[src/rtl/asid_tlb_pkg.sv]
package asid_tlb_pkg;
  // position of the write-permission bit inside the protection field
  localparam int PROT_WR_BIT = 0;
  // source of a use-order update inside one cycle
  typedef enum logic [0:0] {TOUCH_LOOKUP = 1'b0, TOUCH_FILL = 1'b1} touch_src_e;
endpackage

[src/rtl/tlb_match.sv]
module tlb_match #(
  parameter int N      = 16,
  parameter int VPN_W  = 20,
  parameter int ASID_W = 8,
  parameter int IW     = (N > 1) ? $clog2(N) : 1
) (
  input  logic [N-1:0]             slot_vld,
  input  logic [N-1:0][VPN_W-1:0]  slot_vpn,
  input  logic [N-1:0][ASID_W-1:0] slot_asid,
  input  logic [VPN_W-1:0]         key_vpn,
  input  logic [ASID_W-1:0]        key_asid,
  output logic [N-1:0]             hit_vec,
  output logic                     hit_any,
  output logic [IW-1:0]            hit_idx
);
  for (genvar g = 0; g < N; g++) begin : g_cmp
    assign hit_vec[g] = slot_vld[g] && (slot_vpn[g] == key_vpn) && (slot_asid[g] == key_asid);
  end

  assign hit_any = |hit_vec;

  always_comb begin
    hit_idx = '0;
    for (int i = N - 1; i >= 0; i--) begin
      if (hit_vec[i]) hit_idx = IW'(i);
    end
  end
endmodule

[src/rtl/tlb_lru.sv]
module tlb_lru #(
  parameter int N  = 16,
  parameter int IW = (N > 1) ? $clog2(N) : 1
) (
  input  logic          clk,
  input  logic          rst_n,
  input  logic [N-1:0]  slot_vld,
  input  logic          use_a_en,
  input  logic [IW-1:0] use_a_idx,
  input  logic          use_b_en,
  input  logic [IW-1:0] use_b_idx,
  output logic [IW-1:0] victim_idx
);
  // age 0 = most recent, age N-1 = least recent; ages form a permutation
  logic [N-1:0][IW-1:0] age_q, age_mid, age_nxt;
  logic [N-1:0]         oldest_vec;
  logic                 free_found;

  always_comb begin
    age_mid = age_q;
    if (use_a_en) begin
      for (int i = 0; i < N; i++) begin
        if (IW'(i) == use_a_idx)                 age_mid[i] = '0;
        else if (age_q[i] < age_q[use_a_idx])    age_mid[i] = age_q[i] + IW'(1);
      end
    end
    age_nxt = age_mid;
    if (use_b_en) begin
      for (int i = 0; i < N; i++) begin
        if (IW'(i) == use_b_idx)                 age_nxt[i] = '0;
        else if (age_mid[i] < age_mid[use_b_idx]) age_nxt[i] = age_mid[i] + IW'(1);
      end
    end
  end

  always_ff @(posedge clk or negedge rst_n) begin
    if (!rst_n) begin
      for (int i = 0; i < N; i++) age_q[i] <= IW'(i);
    end else begin
      age_q <= age_nxt;
    end
  end

  for (genvar g = 0; g < N; g++) begin : g_old
    assign oldest_vec[g] = (age_q[g] == IW'(N - 1));
  end

  always_comb begin
    victim_idx = '0;
    free_found = 1'b0;
    for (int i = N - 1; i >= 0; i--) begin
      if (!slot_vld[i]) begin
        victim_idx = IW'(i);
        free_found = 1'b1;
      end
    end
    if (!free_found) begin
      for (int i = 0; i < N; i++) begin
        if (oldest_vec[i]) victim_idx = IW'(i);
      end
    end
  end


  oldest_unique_chk: assert property (@(posedge clk) disable iff (!rst_n)
    $countones(oldest_vec) == 1);
endmodule

[src/rtl/asid_tlb.sv]
module asid_tlb
  import asid_tlb_pkg::*;
#(
  parameter int N      = 16,
  parameter int VPN_W  = 20,
  parameter int ASID_W = 8,
  parameter int PFN_W  = 16,
  parameter int PROT_W = 2
) (
  input  logic              clk,
  input  logic              rst_n,
  input  logic              lk_valid,
  output logic              lk_ready,
  input  logic [VPN_W-1:0]  lk_vpn,
  input  logic [ASID_W-1:0] lk_asid,
  input  logic              lk_write,
  output logic              rs_valid,
  output logic              rs_hit,
  output logic              rs_fault,
  output logic [PFN_W-1:0]  rs_pfn,
  output logic [PROT_W-1:0] rs_prot,
  output logic              rs_ref,
  output logic              rs_mod,
  input  logic              fill_valid,
  output logic              fill_ready,
  input  logic [VPN_W-1:0]  fill_vpn,
  input  logic [ASID_W-1:0] fill_asid,
  input  logic [PFN_W-1:0]  fill_pfn,
  input  logic [PROT_W-1:0] fill_prot,
  input  logic              flush_all,
  input  logic              flush_asid_en,
  input  logic [ASID_W-1:0] flush_asid_id
);
  localparam int IW = (N > 1) ? $clog2(N) : 1;

  logic [N-1:0]             ent_vld, ent_ref, ent_mod;
  logic [N-1:0][VPN_W-1:0]  ent_vpn;
  logic [N-1:0][ASID_W-1:0] ent_asid;
  logic [N-1:0][PFN_W-1:0]  ent_pfn;
  logic [N-1:0][PROT_W-1:0] ent_prot;

  logic          flush_any, lk_fire, fill_fire;
  logic [N-1:0]  lk_hit_vec, fill_hit_vec;
  logic          lk_hit, fill_hit;
  logic [IW-1:0] lk_idx, fill_idx, victim_idx, fill_slot;
  logic          wr_ok, set_mod;
  touch_src_e    last_src;

  assign flush_any  = flush_all | flush_asid_en;
  assign lk_ready   = ~flush_any;
  assign fill_ready = ~flush_any;
  assign lk_fire    = lk_valid & lk_ready;
  assign fill_fire  = fill_valid & fill_ready;

  tlb_match #(.N(N), .VPN_W(VPN_W), .ASID_W(ASID_W), .IW(IW)) u_lk_match (
    .slot_vld(ent_vld), .slot_vpn(ent_vpn), .slot_asid(ent_asid),
    .key_vpn(lk_vpn), .key_asid(lk_asid),
    .hit_vec(lk_hit_vec), .hit_any(lk_hit), .hit_idx(lk_idx)
  );

  tlb_match #(.N(N), .VPN_W(VPN_W), .ASID_W(ASID_W), .IW(IW)) u_fill_match (
    .slot_vld(ent_vld), .slot_vpn(ent_vpn), .slot_asid(ent_asid),
    .key_vpn(fill_vpn), .key_asid(fill_asid),
    .hit_vec(fill_hit_vec), .hit_any(fill_hit), .hit_idx(fill_idx)
  );

  tlb_lru #(.N(N), .IW(IW)) u_lru (
    .clk(clk), .rst_n(rst_n), .slot_vld(ent_vld),
    .use_a_en(lk_fire & lk_hit), .use_a_idx(lk_idx),
    .use_b_en(fill_fire), .use_b_idx(fill_slot),
    .victim_idx(victim_idx)
  );

  assign fill_slot = fill_hit ? fill_idx : victim_idx;
  assign wr_ok     = ent_prot[lk_idx][PROT_WR_BIT];
  assign set_mod   = lk_write & wr_ok;
  assign last_src  = fill_fire ? TOUCH_FILL : TOUCH_LOOKUP;

  // slot storage: flushes first, then lookup flag update, then fill (fill wins)
  always_ff @(posedge clk or negedge rst_n) begin
    if (!rst_n) begin
      ent_vld  <= '0;
      ent_ref  <= '0;
      ent_mod  <= '0;
      ent_vpn  <= '0;
      ent_asid <= '0;
      ent_pfn  <= '0;
      ent_prot <= '0;
    end else if (flush_all) begin
      ent_vld <= '0;
    end else if (flush_asid_en) begin
      for (int i = 0; i < N; i++) begin
        if (ent_asid[i] == flush_asid_id) ent_vld[i] <= 1'b0;
      end
    end else begin
      if (lk_fire && lk_hit) begin
        ent_ref[lk_idx] <= 1'b1;
        if (set_mod) ent_mod[lk_idx] <= 1'b1;
      end
      if (last_src == TOUCH_FILL) begin
        ent_vld[fill_slot]  <= 1'b1;
        ent_ref[fill_slot]  <= 1'b0;
        ent_mod[fill_slot]  <= 1'b0;
        ent_vpn[fill_slot]  <= fill_vpn;
        ent_asid[fill_slot] <= fill_asid;
        ent_pfn[fill_slot]  <= fill_pfn;
        ent_prot[fill_slot] <= fill_prot;
      end
    end
  end

  // registered response
  always_ff @(posedge clk or negedge rst_n) begin
    if (!rst_n) begin
      rs_valid <= 1'b0;
      rs_hit   <= 1'b0;
      rs_fault <= 1'b0;
      rs_pfn   <= '0;
      rs_prot  <= '0;
      rs_ref   <= 1'b0;
      rs_mod   <= 1'b0;
    end else begin
      rs_valid <= lk_fire;
      rs_hit   <= lk_fire & lk_hit;
      rs_fault <= lk_fire & lk_hit & lk_write & ~wr_ok;
      rs_pfn   <= (lk_fire & lk_hit) ? ent_pfn[lk_idx]  : '0;
      rs_prot  <= (lk_fire & lk_hit) ? ent_prot[lk_idx] : '0;
      rs_ref   <= lk_fire & lk_hit;
      rs_mod   <= lk_fire & lk_hit & (ent_mod[lk_idx] | set_mod);
    end
  end


  fault_is_hit_chk: assert property (@(posedge clk) disable iff (!rst_n)
    rs_fault |-> (rs_valid && rs_hit && rs_ref));

  miss_zero_chk: assert property (@(posedge clk) disable iff (!rst_n)
    (rs_valid && !rs_hit) |-> (rs_pfn == '0 && !rs_ref && !rs_mod && !rs_fault));

  no_dup_lookup_chk: assert property (@(posedge clk) disable iff (!rst_n)
    $onehot0(lk_hit_vec));

  no_dup_fill_chk: assert property (@(posedge clk) disable iff (!rst_n)
    $onehot0(fill_hit_vec));

  flush_all_clear_chk: assert property (@(posedge clk) disable iff (!rst_n)
    flush_all |=> (ent_vld == '0));

  flush_no_resp_chk: assert property (@(posedge clk) disable iff (!rst_n)
    flush_any |=> !rs_valid);
endmodule

[config.mk]
export PLATFORM = sky130hd
export DESIGN_NAME = asid_tlb
export DESIGN_NICKNAME = d
export VERILOG_FILES = /design/src/rtl/asid_tlb_pkg.sv /design/src/rtl/tlb_match.sv /design/src/rtl/tlb_lru.sv /design/src/rtl/asid_tlb.sv
export SDC_FILE = /design/constraint.sdc
export NUM_CORES = 2
export LEC_CHECK = 0
export BUFFER_PORTS_ARGS = -buffer_cell sky130_fd_sc_hd__clkbuf_2
export CORE_MARGIN = 3
export CORE_UTILIZATION = 40
export CTS_CLUSTER_DIAMETER = 200
export DETAILED_ROUTE_END_ITERATION = 16
export PLACE_DENSITY = 0.53
export SYNTH_ARGS = -nofsm -noshare
export SYNTH_HDL_FRONTEND = slang
export SYNTH_SLANG_ARGS = --single-unit
[constraint.sdc]
create_clock -name clk -period 21.9 [get_ports clk]
set_input_delay 4.38 -clock clk [delete_from_list [all_inputs] [get_ports clk]]
set_output_delay 4.38 -clock clk [all_outputs]
set_load 0.05 [all_outputs]
==> impl_metrics.csv <==
group,metric,value,unit
run,maxCapViolations,0,
worst_setup_path,critPathSlowestCell,"clkbuf_2",
worst_setup_path,cp-start-kind,"input port",
floorplan,core_area,140200,µm²
yosys,synth_common_cells,"853 x nand2_1, 822 x dfrtp_1, 695 x xnor2_1",
clock_network,cts_buffer_depth,3,
layout,drive_gt1_frac,0.1961,
yosys,yosysWarnings,0,
clock_network,htreeDepth,3,
global_route,grt.overflow.total,0,
clock_network,cts_hold_buffers,0,
worst_setup_path,critPathTopFamily,"compound AO/OA/AOI/OAI gates",
global_route,grt_pass1_vias,46270,
clock_network,cts-resized-gates,0,
clock_network,clk_pin_slew,0.06,ns
yosys,synth_top_area_frac,0.3627,
placement,portBuffers,113,
yosys,ys_types,90,
yosys,syn_avg_cell_area,9.528,µm²
pwr,netSwitchingFraction,0.3211,
clock_network,clk_latency,0.74,ns
clock_network,cts_root_buf,"clkbuf_16",
worst_setup_path,critPathArrivalTime,15.14,ns
timing,fin_crit_sh,0.6610,
worst_setup_path,worst-r2r-cell-count,29,
worst_hold_path,whs_path_depth,2,
timing,final.setup.tns,0,ns
detailed_routing,wire_per_inst,30.13,µm
timing,worstMarginPinSlew,1.245,ns
pwr,seqPwrFrac,0.396,
yosys,syn_nets,6169,
global_route,grt_usage,0.3174,
timing,setup_viol,0,
timing,clock.fmax,69.08,MHz
yosys,synth_top_flop_cell,"dfrtp_1",
yosys,synth_area_leader_cell,"dfrtp_1",
timing,hold_violations,0,
clock_network,cts_made_buffers,100,
floorplan,io_pins,114,
floorplan,start_util,0.4044,
placement,gp_congestion,1.025,
worst_setup_path,crit_type,"in2reg",
worst_setup_path,max_stage_delay,0.81,ns
detailed_routing,vias,47940,
clock_network,cts_num_sinks,854,
floorplan,die_area,146300,µm²
floorplan,die_x,382.5,µm
timing,fin_skew,0.04627,ns
worst_setup_path,worstPathMaxFanout,23,
yosys,ys_ff_latch,854,
pwr,p_leak,27.81,nW
detailed_routing,routed_wl,236900,µm
yosys,syn_area,56710,µm²
pwr,pwr-share-comb,0.206,
yosys,post-synth-top-count-cell,"nand2_1",
detailed_routing,antenna_left,0,
yosys,synthArstFlopShare,1.000,
pwr,p_sw,1.468,mW
worst_setup_path,reg2reg_slack,11.44,ns
detailed_routing,via_per_inst,6.098,
timing,drv_slew,0,
floorplan,die_h,382.5,µm
worst_setup_path,path_buf_inv,2,
yosys,syn_inst,5952,
timing,whs,0.4702,ns
timing,grt_setup_unrepaired,"no",
global_route,grt_max_degree,167,
pwr,power.density,72.70,nW/µm²
global_route,antenna_found_initial,13,
timing,fin_crit,14.48,ns
yosys,ys_seq_area_frac,0.3776,
detailed_routing,initialDrtViolationCount,5345,
layout,area_growth,10.90,%
worst_hold_path,hp-class,"reg2reg",
pwr,p_clk_frac,0.398,
worst_setup_path,cp-end-kind,"flip-flop",
yosys,synth_area_leaders,"dfrtp_1 36%, mux2_2 12%, xnor2_1 11%, nand2_1 5.6%, xor2_1 5.5%",
layout,final_nets,6109,
floorplan,rows,137,
timing,relSlewSlack,0.1683,
worst_setup_path,path_depth,30,
worst_setup_path,required,22.57,ns
pwr,p_int,3.104,mW
placement,dpl.hpwl,151500,µm
detailed_routing,drc,0,
pwr,peakVddDrop,0.00005731,V
status,outcome,"complete, no violations",
global_route,grt_pass1_wl,338800,µm
yosys,synth_edf_count,0,
detailed_routing,drt-pass1-iter-count,8,
clock_network,cts_tree,"built",
clock_network,postCtsSetupBuffers,0,
worst_setup_path,crit_path_frequent_cell,"o21ai_0",
## registers in the layout (all words and copies together) (netlist names)
register and flops:
ent_vpn 320, ent_pfn 256, ent_asid 128, u_lru.age_q 64, ent_prot 32, ent_mod 16
ent_vld 16, rs_pfn 16, rs_prot 2, rs_fault 1, rs_mod 1, rs_ref 1
rs_valid 1
## worst paths after layout
check,startpoint,to
hold reg to reg,ent_pfn[164],ent_pfn[164]
setup reg to reg,ent_asid[112],u_lru.age_q[43]
setup / recovery,lk_vpn[0],u_lru.age_q[43]
max in group asynchronous,rst_n,ent_pfn[167]
hold / removal,ent_pfn[164],ent_pfn[164]
min in group asynchronous,rst_n,ent_vpn[184]
## cells by family (layout without fill, tap and decap cells)
kind of cell	after synthesis	in the layout	share of synthesized area
AO/OA/AOI/OAI	643	643	0.07517
XOR/XNOR	1054	1054	0.1628
adder cells (fa/ha/maj)	128	128	0.02824
buffers and inverters	501	525	0.03446
flip-flops	854	854	0.3776
multiplexers	723	723	0.1409
other	0	9	0
AND/OR/NAND/NOR	2049	2049	0.1809
## layout make-up
| class | instances | area [µm²] |
|---|---|---|
| clock inverters | 48 | 663.1 |
| clock buffers | 138 | 2935 |
| flip-flops and latches | 854 | 21410 |
| repair buffers | 249 | 1609 |
| inverters | 90 | 337.8 |
| well taps | 1876 | 2347 |
| diodes | 9 | 22.52 |
| fillers | 13610 | 77330 |
| multi-input cells | 4597 | 33560 |
## power by group through the flow
stage | clock network, mW | registers [mW] | logic (mW)
after global routing | 1.92 | 1.82 | 1.03
after CTS | 1.85 | 1.80 | 0.920
final | 1.82 | 1.81 | 0.941
after global placement | 0 | 1.83 | 0.901
after detailed placement | 0 | 1.83 | 0.915
after floorplan | 0 | 1.77 | 0.642
## layer usage
metal / wire, µm / vias to the layer above / global-route usage
met3: 21780 / 542 / 0.06684
met2: 99130 / 2384 / 0.4649
met5: 51 / - / 0
li1: - / 20850 / -
met4: 11690 / 8 / 0.1370
met1: 104200 / 24160 / 0.4506
## metrics by stage
step	util	worst slack (ns)	cell area (µm²)	instances	power (mW)
final	0.4485	7.424	62890	7861	4.572
after global routing	0.4483	7.029	62860	7852	4.763
after CTS	0.4483	7.873	62860	7852	4.579
after detailed placement	0.4227	7.139	59270	7666	2.746
after global placement	0.4227	7.153	59270	7666	2.733
after floorplan	-	7.894	56710	5952	2.415
## worst register-to-register path: cells and delay by family (launching register included)
| kind | cells | cell delay (ns) |
|---|---|---|
| fa+ha+maj | 2 | 0.69 |
| buf+inv | 1 | 0.29 |
| xor+xnor | 3 | 0.49 |
| compound gates | 16 | 5.98 |
| flops | 1 | 0.48 |
| simple gates | 7 | 2.45 |
## placed cells by master, fill, tap and decap left out, types with 13 or more instances in the layout
cell	count
nand2_1	849
dfrtp_1	822
xnor2_1	695
mux2_2	601
xor2_1	359
nand4_1	329
o21ai_0	166
nor4_1	157
nor2_1	155
a21oi_1	148
nand3_1	138
buf_4	135
ha_1	128
mux2i_1	121
clkbuf_2	111
clkbuf_16	100
inv_1	86
nand2b_1	69
nor3_1	61
and3_1	54
or2_2	32
dfstp_2	32
and2_1	30
clkbuf_8	29
a22oi_1	28
a211oi_1	27
a21o_1	27
nor3b_1	25
nor2b_1	25
o31ai_1	22
clkinv_2	22
o21a_1	21
a31o_2	20
a31oi_1	18
nor4b_1	18
or4_1	16
o211ai_1	14
and4_1	13
a2111oi_0	13
nand3b_1	13
Power figures use the tool's default switching activity.
